$ cat src/rtl/bcyc_pkg.sv
package bcyc_pkg;

    localparam int unsigned SINGLE_BEATS_DEF = 1;
    localparam int unsigned BURST_BEATS_DEF  = 4;
    localparam int unsigned INTA_BEATS_DEF   = 2;
    localparam int unsigned INTA_PEN_BEAT_DEF = 2;
    localparam int unsigned PCHK_DELAY_DEF   = 2;

    typedef enum logic {
        ST_IDLE   = 1'b0,
        ST_ACTIVE = 1'b1
    } cyc_state_e;

    typedef struct packed {
        logic write;
        logic lock;
        logic burst;
        logic inta;
        logic mio;
        logic nocache;
        logic wthru;
    } cyc_attr_t;

    typedef struct packed {
        logic vld;
        logic pen;
    } pchk_slot_t;

    function automatic int unsigned beats_for(input cyc_attr_t a,
                                              input int unsigned single_n,
                                              input int unsigned burst_n,
                                              input int unsigned inta_n);
        if (a.burst)
            return burst_n;
        else if (a.inta)
            return inta_n;
        else
            return single_n;
    endfunction

    function automatic logic is_read(input cyc_attr_t a);
        return !a.write;
    endfunction

endpackage

$ cat src/rtl/bcyc_seq.sv
module bcyc_seq
    import bcyc_pkg::*;
#(
    parameter int unsigned SINGLE_BEATS = SINGLE_BEATS_DEF,
    parameter int unsigned BURST_BEATS  = BURST_BEATS_DEF,
    parameter int unsigned INTA_BEATS   = INTA_BEATS_DEF,
    parameter int unsigned BEAT_W       = $clog2(BURST_BEATS + 1)
) (
    input  logic              clk,
    input  logic              rst,
    input  logic              strobe_i,
    input  cyc_attr_t         attr_i,
    input  logic              rdy_i,
    output logic              active_o,
    output logic              start_o,
    output logic              last_o,
    output logic              first_win_o,
    output logic [BEAT_W-1:0] beat_idx_o,
    output cyc_attr_t         attr_q_o
);

    cyc_state_e        state_q;
    cyc_attr_t         attr_q;
    logic [BEAT_W-1:0] beat_q;
    logic [BEAT_W-1:0] beats_need;

    assign active_o    = (state_q == ST_ACTIVE);
    assign start_o     = !active_o && strobe_i;
    assign beats_need  = BEAT_W'(beats_for(attr_q, SINGLE_BEATS, BURST_BEATS, INTA_BEATS));
    assign last_o      = active_o && rdy_i && (beat_q == beats_need - BEAT_W'(1));
    assign first_win_o = active_o && (beat_q == '0);
    assign beat_idx_o  = beat_q;
    assign attr_q_o    = attr_q;

    always_ff @(posedge clk) begin
        if (rst) begin
            state_q <= ST_IDLE;
            attr_q  <= '0;
            beat_q  <= '0;
        end else begin
            case (state_q)
                ST_IDLE: begin
                    if (strobe_i) begin
                        state_q <= ST_ACTIVE;
                        attr_q  <= attr_i;
                        beat_q  <= '0;
                    end
                end
                ST_ACTIVE: begin
                    if (last_o) begin
                        state_q <= ST_IDLE;
                        beat_q  <= '0;
                    end else if (rdy_i) begin
                        beat_q  <= beat_q + BEAT_W'(1);
                    end
                end
                default: state_q <= ST_IDLE;
            endcase
        end
    end

    assert_beat_bound_R3: assert property (@(posedge clk) disable iff (rst)
        active_o |-> (beat_q < beats_need));

    assert_stray_strobe_R4: assert property (@(posedge clk) disable iff (rst)
        (active_o && strobe_i && !last_o) |=> (active_o && $stable(attr_q)));

    assert_idle_after_last_R2: assert property (@(posedge clk) disable iff (rst)
        last_o |=> !active_o);

endmodule

$ cat src/rtl/bcyc_capture.sv
module bcyc_capture
    import bcyc_pkg::*;
(
    input  logic      clk,
    input  logic      rst,
    input  logic      start_i,
    input  logic      active_i,
    input  logic      first_win_i,
    input  cyc_attr_t attr_q_i,
    input  logic      rdy_i,
    input  logic      nxt_addr_i,
    input  logic      cache_en_i,
    input  logic      wpolicy_i,
    output logic      cache_en_o,
    output logic      wpolicy_o
);

    logic ken_q;
    logic wp_q;
    logic taken_q;
    logic take;

    assign take       = first_win_i && !taken_q && (nxt_addr_i || rdy_i);
    assign cache_en_o = ken_q;
    assign wpolicy_o  = wp_q;

    always_ff @(posedge clk) begin
        if (rst) begin
            ken_q   <= 1'b0;
            wp_q    <= 1'b0;
            taken_q <= 1'b0;
        end else if (start_i) begin
            ken_q   <= 1'b0;
            wp_q    <= 1'b0;
            taken_q <= 1'b0;
        end else if (take) begin
            ken_q   <= is_read(attr_q_i) ? cache_en_i : 1'b0;
            wp_q    <= wpolicy_i;
            taken_q <= 1'b1;
        end
    end

    assert_write_no_ken_R5: assert property (@(posedge clk) disable iff (rst)
        (active_i && attr_q_i.write) |-> !ken_q);

    assert_idle_hold_R6: assert property (@(posedge clk) disable iff (rst)
        (!active_i && !start_i) |=> ($stable(ken_q) && $stable(wp_q)));

    assert_hold_after_take_R7: assert property (@(posedge clk) disable iff (rst)
        (taken_q && !start_i) |=> ($stable(ken_q) && $stable(wp_q)));

    assert_clear_on_start_R7: assert property (@(posedge clk) disable iff (rst)
        start_i |=> (!ken_q && !wp_q));

endmodule

$ cat src/rtl/bcyc_parity.sv
module bcyc_parity
    import bcyc_pkg::*;
#(
    parameter int unsigned PCHK_DELAY    = PCHK_DELAY_DEF,
    parameter int unsigned INTA_PEN_BEAT = INTA_PEN_BEAT_DEF,
    parameter int unsigned BEAT_W        = 3
) (
    input  logic              clk,
    input  logic              rst,
    input  logic              active_i,
    input  cyc_attr_t         attr_q_i,
    input  logic              rdy_i,
    input  logic [BEAT_W-1:0] beat_idx_i,
    input  logic              par_en_i,
    output logic              pchk_o,
    output logic              pchk_pen_o
);

    localparam logic [BEAT_W-1:0] PEN_IDX = BEAT_W'(INTA_PEN_BEAT - 1);

    logic       rd_beat;
    logic       pen_ok;
    pchk_slot_t slot_q [PCHK_DELAY];

    assign rd_beat = active_i && is_read(attr_q_i) && rdy_i;
    assign pen_ok  = !attr_q_i.inta || (beat_idx_i == PEN_IDX);

    always_ff @(posedge clk) begin
        if (rst) begin
            slot_q[0] <= '0;
        end else begin
            slot_q[0].vld <= rd_beat;
            slot_q[0].pen <= rd_beat && pen_ok && par_en_i;
        end
    end

    for (genvar k = 1; k < PCHK_DELAY; k++) begin : g_stage
        always_ff @(posedge clk) begin
            if (rst)
                slot_q[k] <= '0;
            else
                slot_q[k] <= slot_q[k-1];
        end

        assert_stage_chain_R9: assert property (@(posedge clk) disable iff (rst)
            slot_q[k].vld |-> $past(slot_q[k-1].vld));
    end

    assign pchk_o     = slot_q[PCHK_DELAY-1].vld;
    assign pchk_pen_o = slot_q[PCHK_DELAY-1].pen;

    assert_first_stage_R9: assert property (@(posedge clk) disable iff (rst)
        slot_q[0].vld |-> $past(rd_beat));

    assert_pen_qualified_R10: assert property (@(posedge clk) disable iff (rst)
        pchk_pen_o |-> pchk_o);

endmodule

$ cat src/rtl/bcyc_sideband_tracker.sv
module bcyc_sideband_tracker
    import bcyc_pkg::*;
#(
    parameter int unsigned SINGLE_BEATS  = SINGLE_BEATS_DEF,
    parameter int unsigned BURST_BEATS   = BURST_BEATS_DEF,
    parameter int unsigned INTA_BEATS    = INTA_BEATS_DEF,
    parameter int unsigned INTA_PEN_BEAT = INTA_PEN_BEAT_DEF,
    parameter int unsigned PCHK_DELAY    = PCHK_DELAY_DEF
) (
    input  logic clk,
    input  logic rst,
    input  logic strobe_i,
    input  logic attr_write_i,
    input  logic attr_lock_i,
    input  logic attr_burst_i,
    input  logic attr_inta_i,
    input  logic attr_mio_i,
    input  logic attr_nocache_i,
    input  logic attr_wthru_i,
    input  logic rdy_i,
    input  logic nxt_addr_i,
    input  logic cache_en_i,
    input  logic wpolicy_i,
    input  logic par_en_i,
    output logic busy_o,
    output logic lock_o,
    output logic mio_o,
    output logic pcd_o,
    output logic pwt_o,
    output logic cache_en_o,
    output logic wpolicy_o,
    output logic pchk_o,
    output logic pchk_pen_o
);

    localparam int unsigned MAX_BEATS = (BURST_BEATS > INTA_BEATS) ? BURST_BEATS : INTA_BEATS;
    localparam int unsigned BEAT_W    = $clog2(MAX_BEATS + 1);

    cyc_attr_t         attr_in;
    cyc_attr_t         attr_q;
    logic              active;
    logic              start;
    logic              last;
    logic              first_win;
    logic [BEAT_W-1:0] beat_idx;

    always_comb begin
        attr_in         = '0;
        attr_in.write   = attr_write_i && !attr_inta_i;
        attr_in.lock    = attr_lock_i;
        attr_in.burst   = attr_burst_i;
        attr_in.inta    = attr_inta_i;
        attr_in.mio     = attr_mio_i;
        attr_in.nocache = attr_nocache_i;
        attr_in.wthru   = attr_wthru_i;
    end

    bcyc_seq #(
        .SINGLE_BEATS (SINGLE_BEATS),
        .BURST_BEATS  (MAX_BEATS == BURST_BEATS ? BURST_BEATS : BURST_BEATS),
        .INTA_BEATS   (INTA_BEATS),
        .BEAT_W       (BEAT_W)
    ) u_seq (
        .clk         (clk),
        .rst         (rst),
        .strobe_i    (strobe_i),
        .attr_i      (attr_in),
        .rdy_i       (rdy_i),
        .active_o    (active),
        .start_o     (start),
        .last_o      (last),
        .first_win_o (first_win),
        .beat_idx_o  (beat_idx),
        .attr_q_o    (attr_q)
    );

    bcyc_capture u_cap (
        .clk         (clk),
        .rst         (rst),
        .start_i     (start),
        .active_i    (active),
        .first_win_i (first_win),
        .attr_q_i    (attr_q),
        .rdy_i       (rdy_i),
        .nxt_addr_i  (nxt_addr_i),
        .cache_en_i  (cache_en_i),
        .wpolicy_i   (wpolicy_i),
        .cache_en_o  (cache_en_o),
        .wpolicy_o   (wpolicy_o)
    );

    bcyc_parity #(
        .PCHK_DELAY    (PCHK_DELAY),
        .INTA_PEN_BEAT (INTA_PEN_BEAT),
        .BEAT_W        (BEAT_W)
    ) u_par (
        .clk        (clk),
        .rst        (rst),
        .active_i   (active),
        .attr_q_i   (attr_q),
        .rdy_i      (rdy_i),
        .beat_idx_i (beat_idx),
        .par_en_i   (par_en_i),
        .pchk_o     (pchk_o),
        .pchk_pen_o (pchk_pen_o)
    );

    assign busy_o = active;
    assign lock_o = active && attr_q.lock;
    assign mio_o  = active && attr_q.mio;
    assign pcd_o  = active && attr_q.nocache;
    assign pwt_o  = active && attr_q.wthru;

    assert_lock_gap_R11: assert property (@(posedge clk) disable iff (rst)
        (start && attr_lock_i) |-> !lock_o);

    assert_attr_follow_R2: assert property (@(posedge clk) disable iff (rst)
        start |=> (busy_o && (lock_o == $past(attr_lock_i)) && (mio_o == $past(attr_mio_i))));

    assert_lock_stable_R2: assert property (@(posedge clk) disable iff (rst)
        (busy_o && !last) |=> $stable(lock_o));

    assert_write_no_pchk_R9: assert property (@(posedge clk) disable iff (rst)
        (active && attr_q.write) |=> !u_par.slot_q[0].vld);

endmodule

$ cat config.mk
export PLATFORM = sky130hd
export DESIGN_NAME = bcyc_sideband_tracker
export DESIGN_NICKNAME = d
export VERILOG_FILES = /design/src/rtl/bcyc_pkg.sv /design/src/rtl/bcyc_seq.sv /design/src/rtl/bcyc_capture.sv /design/src/rtl/bcyc_parity.sv /design/src/rtl/bcyc_sideband_tracker.sv
export SDC_FILE = /design/constraint.sdc
export NUM_CORES = 1
export LEC_CHECK = 0
export ABC_AREA = 1
export BUFFER_PORTS_ARGS = -buffer_cell sky130_fd_sc_hd__buf_2
export CORE_MARGIN = 8
export CORE_UTILIZATION = 53
export CTS_CLUSTER_SIZE = 14
export DETAILED_ROUTE_END_ITERATION = 12
export PLACE_DENSITY = 0.81
export SETUP_SLACK_MARGIN = 0.02
export SYNTH_ARGS = -nofsm -noshare
export SYNTH_HDL_FRONTEND = slang
export SYNTH_SLANG_ARGS = --single-unit
$ cat constraint.sdc
create_clock -name clk -period 4.3 [get_ports clk]
set_input_delay 0.43 -clock clk [delete_from_list [all_inputs] [get_ports clk]]
set_output_delay 0.43 -clock clk [all_outputs]
set_load 0.01 [all_outputs]
==> summary.txt <==
Clock tree
  – TritonCTS clock tree: done
  – Setup bufs post-CTS: 0
  – Root Driver: clkbuf_4
  – Hold_buf cts: 0
  – Post-CTS resize count: 0
  – Clock latency at the later pin of the worst-skew pair: 300 ps
  – Clock-pin slew on the worst setup and hold paths: 100 ps
  – Maximum clock path buffer count: 2
  – H-tree lvl count: 1
  – Clock sink total: 18
  – Clock buffer count from CTS: 3

Power
  – VDD IR max: 0.000226 V
  – Pleak: 0.544 nW
  – P per Cell Area: 356 nW/um^2

STA
  – Worst slew pin tran: 308 ps
  – Slew Viols, Final: 0
  – Final TNS setup: 0 ps
  – Final setup viols: 0
  – Relative slew slack: 0.794
  – FMAX: 610 MHz
  – Fin. Hold Viols: 0
  – Final worst path period share: 0.381
  – RSZ-0062 raised after global routing: false
  – Post-layout minimum cycle time: 1640 ps
  – Clock skew: 6.93 ps
  – Hold WS: 350 ps

Routing
  – Initial DRC count: 15
  – Drt first pass iters: 4
  – Post-route antenna net violation count: 0
  – Final wirelength: 1.80 mm
  – # DRC: 0
  – DR WL/cell: 11.4 um
  – Routed via count: 775
  – Vias/cell: 4.91

Global routing
  – First-pass GRT wire length: 3.06 mm
  – Initial antenna violation count: 0
  – Total GRT Usage: 0.115
  – Vias in the first global route: 758
  – Gr ovfl total: 0
  – Largest net degree at the start of global routing: 15

Final layout
  – Layout cells sized above 1: 0.211
  – Area growth, synth to finish: 17.6%
  – Fin area: 996 um^2
  – Layout Nets: 162
  – Antenna cell count: 0
  – Final std cells w/o fill: 158
  – Util after Layout: 0.661

Synth
  – Register area share after synthesis: 0.425
  – Synth cell types: 18
  – Synthesized area per cell: 7.24 um^2
  – Mapped Area: 847 um^2
  – Synth Instances: 117
  – Yosys warns: 0
  – Syn Nets: 136
  – Synthesized flop and latch total: 18
  – Top-area cell type share of the netlist area: 0.425
  – Dominant cells by area after synthesis: dfxtp_1, inv_1, nand2_1
  – Dominant cell type by area after synthesis: dfxtp_1

Worst setup path
  – Number of stages on the worst setup path: 12
  – WP buf/inv: 2
  – Worst Path Class, Setup: flop to flop
  – CP Launch Point: u_seq.attr_q_o[4]$_SDFFE_PP0P_
  – Ordered cell list for the critical path: inv_1, nand2_1, ha_1, inv_1, nand2_1, nand3_1, nor2_1, nand2_1, nand2_1, nand2_1, nand2_1, nor2_1
  – Setup crit end kind: flop
  – Crit-path most repeated cell: nand2_1
  – Worst path top cell family by delay: simple AND/OR/NAND/NOR gates
  – R2R cell count: 12
  – Delay of the slowest critical-path stage: 330 ps
  – Critical path startpoint category: flop
  – Required time worst endpoint: 4500 ps
  – CP max FO: 6
  – Worst Path Arrival: 1830 ps
  – R2R Path Start: u_seq.attr_q_o[4]$_SDFFE_PP0P_
  – Critical path's slowest cell: dfxtp_1

Placed design
  – Placed Cells: 154
  – Post-DP HPWL: 1.40 mm
  – DP Area: 960 um^2
  – Placer Congestion: 0.869
  – Buffers on Ports: 23

Hold path
  – Min-delay src: par_en_i
  – HP Class: primary input to flop
  – Hold path cells: 3

Run
  – MaxCap Viol Count: 0

Floorplanning
  – Die Y: 56.0 um
  – Die W: 56.0 um
  – Starting Density: 0.562
  – Die area: 3130 um^2
  – I/O pin cnt: 24
  – Core footprint: 1510 um^2
  – Core Rows: 14

Outcome
  – Status: complete, no violations
## sequential cells by signal (all words and copies together), names as in the netlist
register          cells
u_seq.attr_q_o        7
u_par.slot_q          4
u_seq.beat_idx_o      3
u_cap.cache_en_o      1
u_cap.taken_q         1
u_cap.wpolicy_o       1
u_seq.active_o        1
## final cells by class
cell class	count	area, um^2
flip-flops and latches	18	360
inverters	23	86.3
repair buffers	23	115
multi-input cells	74	378
well taps	16	20.0
clock buffers	4	36.3
fillers	138	510
## cells by family after synthesis
family / count (synthesis) / synth area share
compound gates: 15 / 0.0975
fa+ha+maj: 4 / 0.0591
simple gates: 52 / 0.257
flops: 18 / 0.425
buf+inv: 25 / 0.129
mux: 1 / 0.0118
xor+xnor: 2 / 0.0207
## tightest hold or removal path, delay by kind of cell
kind	cells	cell delay, ps
simple gates	2	90
buf+inv	1	90
## where the power goes
group          switching (mW)  internal [mW]  total (mW)  leakage (nW)
Clock                  0.0535         0.0517       0.105        0.0210
Sequential            0.00804          0.177       0.185         0.147
Combinational          0.0382         0.0264      0.0646         0.376
Total                  0.0998          0.255       0.355         0.544
## path summary, 6_finish.rpt
check	slack [ps]	to
setup / recovery	2660	u_seq.beat_idx_o[2]$_SDFFE_PP0P_
hold / removal	350	u_par.slot_q[0][0]$_SDFF_PP0_
setup reg to reg	2660	u_seq.beat_idx_o[2]$_SDFFE_PP0P_
hold reg to reg	420	u_par.slot_q[1][0]$_SDFF_PP0_
## layout by cell type, fill, tap and decap left out, types with 3 or more instances in the layout
cell | synthesis | routed
clkbuf_4 | 0 | 3
nand2_1 | 23 | 23
nor2_1 | 20 | 20
inv_1 | 23 | 23
ha_1 | 4 | 4
buf_2 | 0 | 23
dfxtp_1 | 18 | 18
a21oi_1 | 5 | 5
nand3_1 | 4 | 4
o21ai_0 | 6 | 6
## layer usage
| layer | global-route usage | wire length (um) | vias to the layer above |
|---|---|---|---|
| met5 | 0 | 0 | - |
| met4 | 0.0515 | 22 | 0 |
| met3 | 0.0342 | 133 | 3 |
| met2 | 0.198 | 893 | 25 |
| met1 | 0.125 | 752 | 340 |
| li1 | - | - | 407 |
## cells in the mapped netlist
cell type,count
inv_1,23
nand2_1,23
nor2_1,20
dfxtp_1,18
o21ai_0,6
a21oi_1,5
ha_1,4
nand3_1,4
a211oi_1,2
buf_6,2
nor3_1,2
xor2_1,2
a22oi_1,1
mux2i_1,1
nand2_2,1
nand2_4,1
o21ai_1,1
or2_4,1
## metrics by stage
step / power [mW] / setup slack (ps)
2_1_floorplan: 0.235 / 2890
3_5_place_dp: 0.253 / 2740
4_1_cts: 0.357 / 2690
3_3_place_gp: 0.250 / 2840
5_1_grt: 0.374 / 2550
6_report: 0.355 / 2660
(Power assumes the default switching activity.)
